**src/rtl/mac_rec_pkg.sv**
```systemverilog
package mac_rec_pkg;
    // latency of the pipelined multiplier, in clock cycles
    localparam int MUL_LAT  = 2;
    // target initiation interval of the recurrence
    localparam int INIT_INT = 1;
    // feedback delay elements needed to balance the loop
    localparam int FB_DEPTH = MUL_LAT / INIT_INT;
    // width of the counter for samples inside the multiplier
    localparam int FLIGHT_W = $clog2(MUL_LAT + 1);
endpackage

```
**src/rtl/mac_mul_pipe.sv**
```systemverilog
// Two-stage multiplier: stage one forms two partial products, and stage
// two merges them. The addend and a valid bit travel alongside.
module mac_mul_pipe #(
    parameter int W = 32
) (
    input  logic         clk,
    input  logic         rst,
    input  logic         in_v,
    input  logic [W-1:0] op_x,
    input  logic [W-1:0] op_y,
    input  logic [W-1:0] add_in,
    output logic         st1_v,
    output logic         st2_v,
    output logic [W-1:0] prod,
    output logic [W-1:0] add_out
);
    localparam int HALF = W / 2;

    typedef struct packed {
        logic         v1;
        logic [W-1:0] part_lo;
        logic [W-1:0] part_hi;
        logic [W-1:0] add1;
        logic         v2;
        logic [W-1:0] prod2;
        logic [W-1:0] add2;
    } mul_st_t;

    mul_st_t st_d, st_q;
    logic [W-1:0] y_lo_ext, y_hi_ext;

    assign y_lo_ext = W'(op_y[HALF-1:0]);
    assign y_hi_ext = W'(op_y[W-1:HALF]);

    always_comb begin
        st_d    = st_q;
        st_d.v1 = in_v;
        if (in_v) begin
            st_d.part_lo = op_x * y_lo_ext;
            st_d.part_hi = op_x * y_hi_ext;
            st_d.add1    = add_in;
        end
        st_d.v2 = st_q.v1;
        if (st_q.v1) begin
            st_d.prod2 = st_q.part_lo + (st_q.part_hi << HALF);
            st_d.add2  = st_q.add1;
        end
    end

    always_ff @(posedge clk) begin
        if (rst) begin
            st_q <= '0;
        end else begin
            st_q <= st_d;
        end
    end

    assign st1_v   = st_q.v1;
    assign st2_v   = st_q.v2;
    assign prod    = st_q.prod2;
    assign add_out = st_q.add2;
endmodule

```
**src/rtl/mac_fb_line.sv**
```systemverilog
// Feedback delay line of DEPTH results, with an operand selector that
// forwards the adder output when the needed result is still in flight.
module mac_fb_line #(
    parameter int W     = 32,
    parameter int DEPTH = 2,
    parameter int CW    = 2
) (
    input  logic          clk,
    input  logic          rst,
    input  logic          push,
    input  logic [W-1:0]  push_val,
    input  logic [CW-1:0] inflight,
    input  logic [W-1:0]  bypass_val,
    output logic [W-1:0]  fb_op
);
    typedef struct packed {
        logic [DEPTH-1:0][W-1:0] ent;
    } line_st_t;

    line_st_t ln_d, ln_q;
    logic [DEPTH-1:0][W-1:0] shifted;

    // entry 0 takes the newest result and each later entry takes its neighbour
    assign shifted[0] = push_val;
    for (genvar gi = 1; gi < DEPTH; gi++) begin : g_shift
        assign shifted[gi] = ln_q.ent[gi-1];
    end

    always_comb begin
        ln_d = ln_q;
        if (push) begin
            ln_d.ent = shifted;
        end
    end

    always_ff @(posedge clk) begin
        if (rst) begin
            ln_q <= '0;
        end else begin
            ln_q <= ln_d;
        end
    end

    // k samples in flight: the result needed sits k entries nearer the head,
    // or at the adder output once k reaches DEPTH
    always_comb begin
        fb_op = bypass_val;
        for (int i = 0; i < DEPTH; i++) begin
            if (inflight == CW'(i)) begin
                fb_op = ln_q.ent[DEPTH-1-i];
            end
        end
    end
endmodule

```
**src/rtl/mac_interleave_rec.sv**
```systemverilog
module mac_interleave_rec
    import mac_rec_pkg::*;
#(
    parameter int W = 32
) (
    input  logic                clk,
    input  logic                rst,
    input  logic                in_valid,
    input  logic signed [W-1:0] in_a,
    input  logic signed [W-1:0] in_b,
    output logic                out_valid,
    output logic signed [W-1:0] out_acc
);
    typedef struct packed {
        logic         ov;
        logic [W-1:0] acc;
    } out_st_t;

    out_st_t o_d, o_q;

    logic                st1_v, st2_v;
    logic [W-1:0]        prod, add_late, acc_sum, fb_op;
    logic [FLIGHT_W-1:0] inflight;

    assign acc_sum  = prod + add_late;
    assign inflight = FLIGHT_W'(st1_v) + FLIGHT_W'(st2_v);

    mac_mul_pipe #(.W(W)) u_mul (
        .clk     (clk),
        .rst     (rst),
        .in_v    (in_valid),
        .op_x    (fb_op),
        .op_y    (in_a),
        .add_in  (in_b),
        .st1_v   (st1_v),
        .st2_v   (st2_v),
        .prod    (prod),
        .add_out (add_late)
    );

    mac_fb_line #(.W(W), .DEPTH(FB_DEPTH), .CW(FLIGHT_W)) u_fb (
        .clk        (clk),
        .rst        (rst),
        .push       (st2_v),
        .push_val   (acc_sum),
        .inflight   (inflight),
        .bypass_val (acc_sum),
        .fb_op      (fb_op)
    );

    always_comb begin
        o_d    = o_q;
        o_d.ov = st2_v;
        if (st2_v) begin
            o_d.acc = acc_sum;
        end
    end

    always_ff @(posedge clk) begin
        if (rst) begin
            o_q <= '0;
        end else begin
            o_q <= o_d;
        end
    end

    assign out_valid = o_q.ov;
    assign out_acc   = o_q.acc;
endmodule

```
**config.mk**
```make
export PLATFORM = sky130hd
export DESIGN_NAME = mac_interleave_rec
export DESIGN_NICKNAME = d
export VERILOG_FILES = /design/src/rtl/mac_rec_pkg.sv /design/src/rtl/mac_mul_pipe.sv /design/src/rtl/mac_fb_line.sv /design/src/rtl/mac_interleave_rec.sv
export SDC_FILE = /design/constraint.sdc
export NUM_CORES = 2
export LEC_CHECK = 0
export BUFFER_PORTS_ARGS = -buffer_cell sky130_fd_sc_hd__buf_2
export CORE_UTILIZATION = 25
export CTS_BUF_LIST = sky130_fd_sc_hd__clkbuf_4
export DETAILED_ROUTE_END_ITERATION = 8
export GPL_TIMING_DRIVEN = 0
export PLACE_DENSITY = 0.38
export RECOVER_POWER = 25
export SYNTH_ARGS = -nofsm -noshare
export SYNTH_HDL_FRONTEND = slang
export SYNTH_HIERARCHICAL = 1
export SYNTH_SLANG_ARGS = --single-unit
export TNS_END_PERCENT = 30
```
**constraint.sdc**
```tcl
create_clock -name clk -period 22.1 [get_ports clk]
set_input_delay 3.315 -clock clk [delete_from_list [all_inputs] [get_ports clk]]
set_output_delay 3.315 -clock clk [all_outputs]
set_load 0.1 [all_outputs]
```
==> flow_summary.toml <==
[power]
powerDensity_nw_per_um2 = 33.8
vdd_ir_drop_max_mv = 0.0372
power_mw = 1.04
power_leakage_nw = 14.1

[synthesis]
syn-num-nets = 3716
syn_avg_cell_area_um2 = 8.87
netlist_instances = 3102
synth_area_leader_cell = "fa_1"
async_flop_share = 0
yosysWarnings = 6
synth_area_leaders = "fa_1 28%, dfxtp_1 18%, mux2i_1 8.4%, ha_1 7.3%, inv_1 6.5%"
seq_area_frac_synth = 0.177
synth_area_um2 = 27500
ys_seq_elements = 243
synth_top_flop_cell = "dfxtp_1"
synth.distinct_cells = 85
post-synth-top-area-fraction = 0.281
synth_edf_count = 0

[die]
die_width_um = 334
start_util = 0.253
die_y_um = 334
row_count = 121
core_region_area_um2 = 109000
ioPinCount = 100
dieArea_um2 = 111000

[place]
gp_congestion = 0.833
dpl.cell_count = 4615
dp_hpwl_um = 79100
io_buffers = 95

[cts]
numCtsBuffers = 74
cts_tree = "yes"
clkTransAtPathRegs_ns = 0.07
cts-root-buf = "clkbuf_4"
clock_latency_ns = 0.82
cts_max_path_buffers = 3
holdBufCountCts = 0
cts_num_sinks = 243
post_cts_buffers = 0
h-tree-depth = 3
postCtsResizedCells = 0

[cells_and_area]
multi_input_area_um2 = 19600
fin_cells = 4747
regArea_um2 = 4860
nNetsFinal = 3891
final_cell_mix = "475 x inv_1, 397 x nand2_1, 386 x fa_1"
fill_cells = 11900
layout_commonest_cell = "inv_1"
drive_above_1_share = 0.103
syn2layout_area_growth_pct = 11.8

[drt]
antenna_left = 0
vias = 20700
drt_pass1_iterations = 6
drtIter0Drc = 1028
drc = 0
wire_per_inst_um = 20.5
wl_um = 97300
avgViaCountPerCell = 4.36

[worst_setup_path]
critPathRequiredTime_ns = 22.81
rr_startpoint = "u_mul/prod[0]"
crit_type = "flop to flop"
cp-end-kind = "flop"
slowest_stage = "xor2_1"
r2r_slack_ns = 11.80
max_stage_delay_ns = 0.72
r2r_end = "u_mul/st_q[160]"
reg2reg_depth = 31
crit_end = "u_mul/st_q[160]"
cp.arrival_ns = 11.00
crit_path_start_kind = "flop"
crit_start = "u_mul/prod[0]"
worstPathMaxFanout = 10
cpMostUsedCell = "fa_1"

[sta]
hold_viol_final = 0
fin_worst_skew_ns = 0.0758
tightest_slew_ns = 1.31
post-route-period-util = 0.466
finalMaxSlewViolations = 0
tns_ns = 0
slew_headroom = 0.118
post-route-min-period_ns = 10.30
max_freq_mhz = 97.1
setup_viol = 0
rsz0062_at_grt = "false"

[run_status]
status = "complete, no violations"

[job]
max_cap_violations = 0

[global_routing]
antenna_found_initial = 7
overflow = 0
grt_max_degree = 12
grt_pass1_wl_um = 146000
grt_pass1_vias = 22100
grt_usage = 0.178

[min_path]
hp-class = "flop to flop"
metal layers:
metal | up-vias | global-route usage | part of all wire | wire length (um)
li1 | 10000 | - | - | -
met1 | 10200 | 0.242 | 0.48 | 46400
met2 | 378 | 0.282 | 0.45 | 43800
met3 | 154 | 0.0267 | 0.037 | 3640
met4 | 2 | 0.0685 | 0.034 | 3350
met5 | - | 0 | 0.00020 | 19
cell families after synthesis:
kind of cell             Yosys count  share of synthesized area
AND/OR/NAND/NOR                  984                      0.166
buffers and inverters            696                      0.110
adder cells (fa/ha/maj)          547                      0.354
AO/OA/AOI/OAI                    273                     0.0680
flip-flops                       243                      0.177
multiplexers                     232                     0.0844
XOR/XNOR                         127                     0.0409
stage by stage:
stage / setup slack (ns) / hold WS [ns] / utilization / cell area, um^2
detailed placement: 11.75 / 0.457 / 0.274 / 29800
CTS: 11.71 / 0.470 / 0.282 / 30800
global placement: 11.73 / 0.452 / 0.273 / 29800
global route: 11.38 / 0.481 / 0.282 / 30800
finish: 11.80 / 0.470 / 0.282 / 30800
floorplan: 13.27 / 0.429 / - / 27500
Yosys cell counts, types with 19 or more instances:
master	instances
buf_4	65
nand2_1	397
o21ai_1	34
xor2_1	38
and2_1	209
mux2i_1	231
buf_1	21
clkbuf_1	110
nor3_1	19
nand3_1	27
fa_1	386
inv_1	475
nand2b_1	20
dfxtp_1	243
ha_1	161
nor2_1	245
a21o_1	29
xnor2_1	88
o21ai_0	33
a21oi_1	69
worst max-delay path: cells and delay by family, from the launching register on:
| family | cells | cell delay (ns) |
|---|---|---|
| and+or+nand+nor | 5 | 0.84 |
| xor gates and xnor gates | 1 | 0.72 |
| DFF | 1 | 0.31 |
| AOI/OAI and AO/OA | 10 | 2.53 |
| adders and majority gates | 9 | 4.06 |
| buffers and inverters | 6 | 1.67 |
worst min path at each step:
stage / from / end / slack (ns) / cells past startpoint
final: u_mul/st_q[94] / u_mul/add_out[29] / 0.47 / 2
after floorplan: u_mul/st_q[155] / u_mul/st_q[155] / 0.43 / 2
after detailed placement: u_mul/prod[27] / u_mul/prod[27] / 0.46 / 2
after global routing: u_mul/prod[28] / u_mul/prod[28] / 0.48 / 2
after global placement: u_mul/prod[27] / u_mul/prod[27] / 0.45 / 2
after CTS: u_mul/prod[28] / u_mul/prod[28] / 0.47 / 2
registers in the layout, summed over array words and instances, names as in the netlist:
register and flops:
u_mul/st1_v 1, u_fb/ln_q 64, out_acc 32, u_mul/prod 32
u_mul/st2_v 1, u_mul/add_out 32, u_mul/st_q 80, out_valid 1
cell type report:
cell class,instances,area share
multi-input combinational,2163,0.638
sequential,243,0.158
inverter,475,0.0579
tap,1414,0.0575
buffer,221,0.0404
clock buffer,105,0.0256
timing repair buffer,99,0.0171
clock inverter,20,0.00467
antenna,7,0.000569
report_power, final:
group | leakage [nW] | internal [mW] | switching (mW)
logic | 11.6 | 0.0444 | 0.0951
registers | 1.97 | 0.446 | 0.00564
clock network | 0.551 | 0.241 | 0.207
No activity file was read; power rests on OpenSTA's default activity.
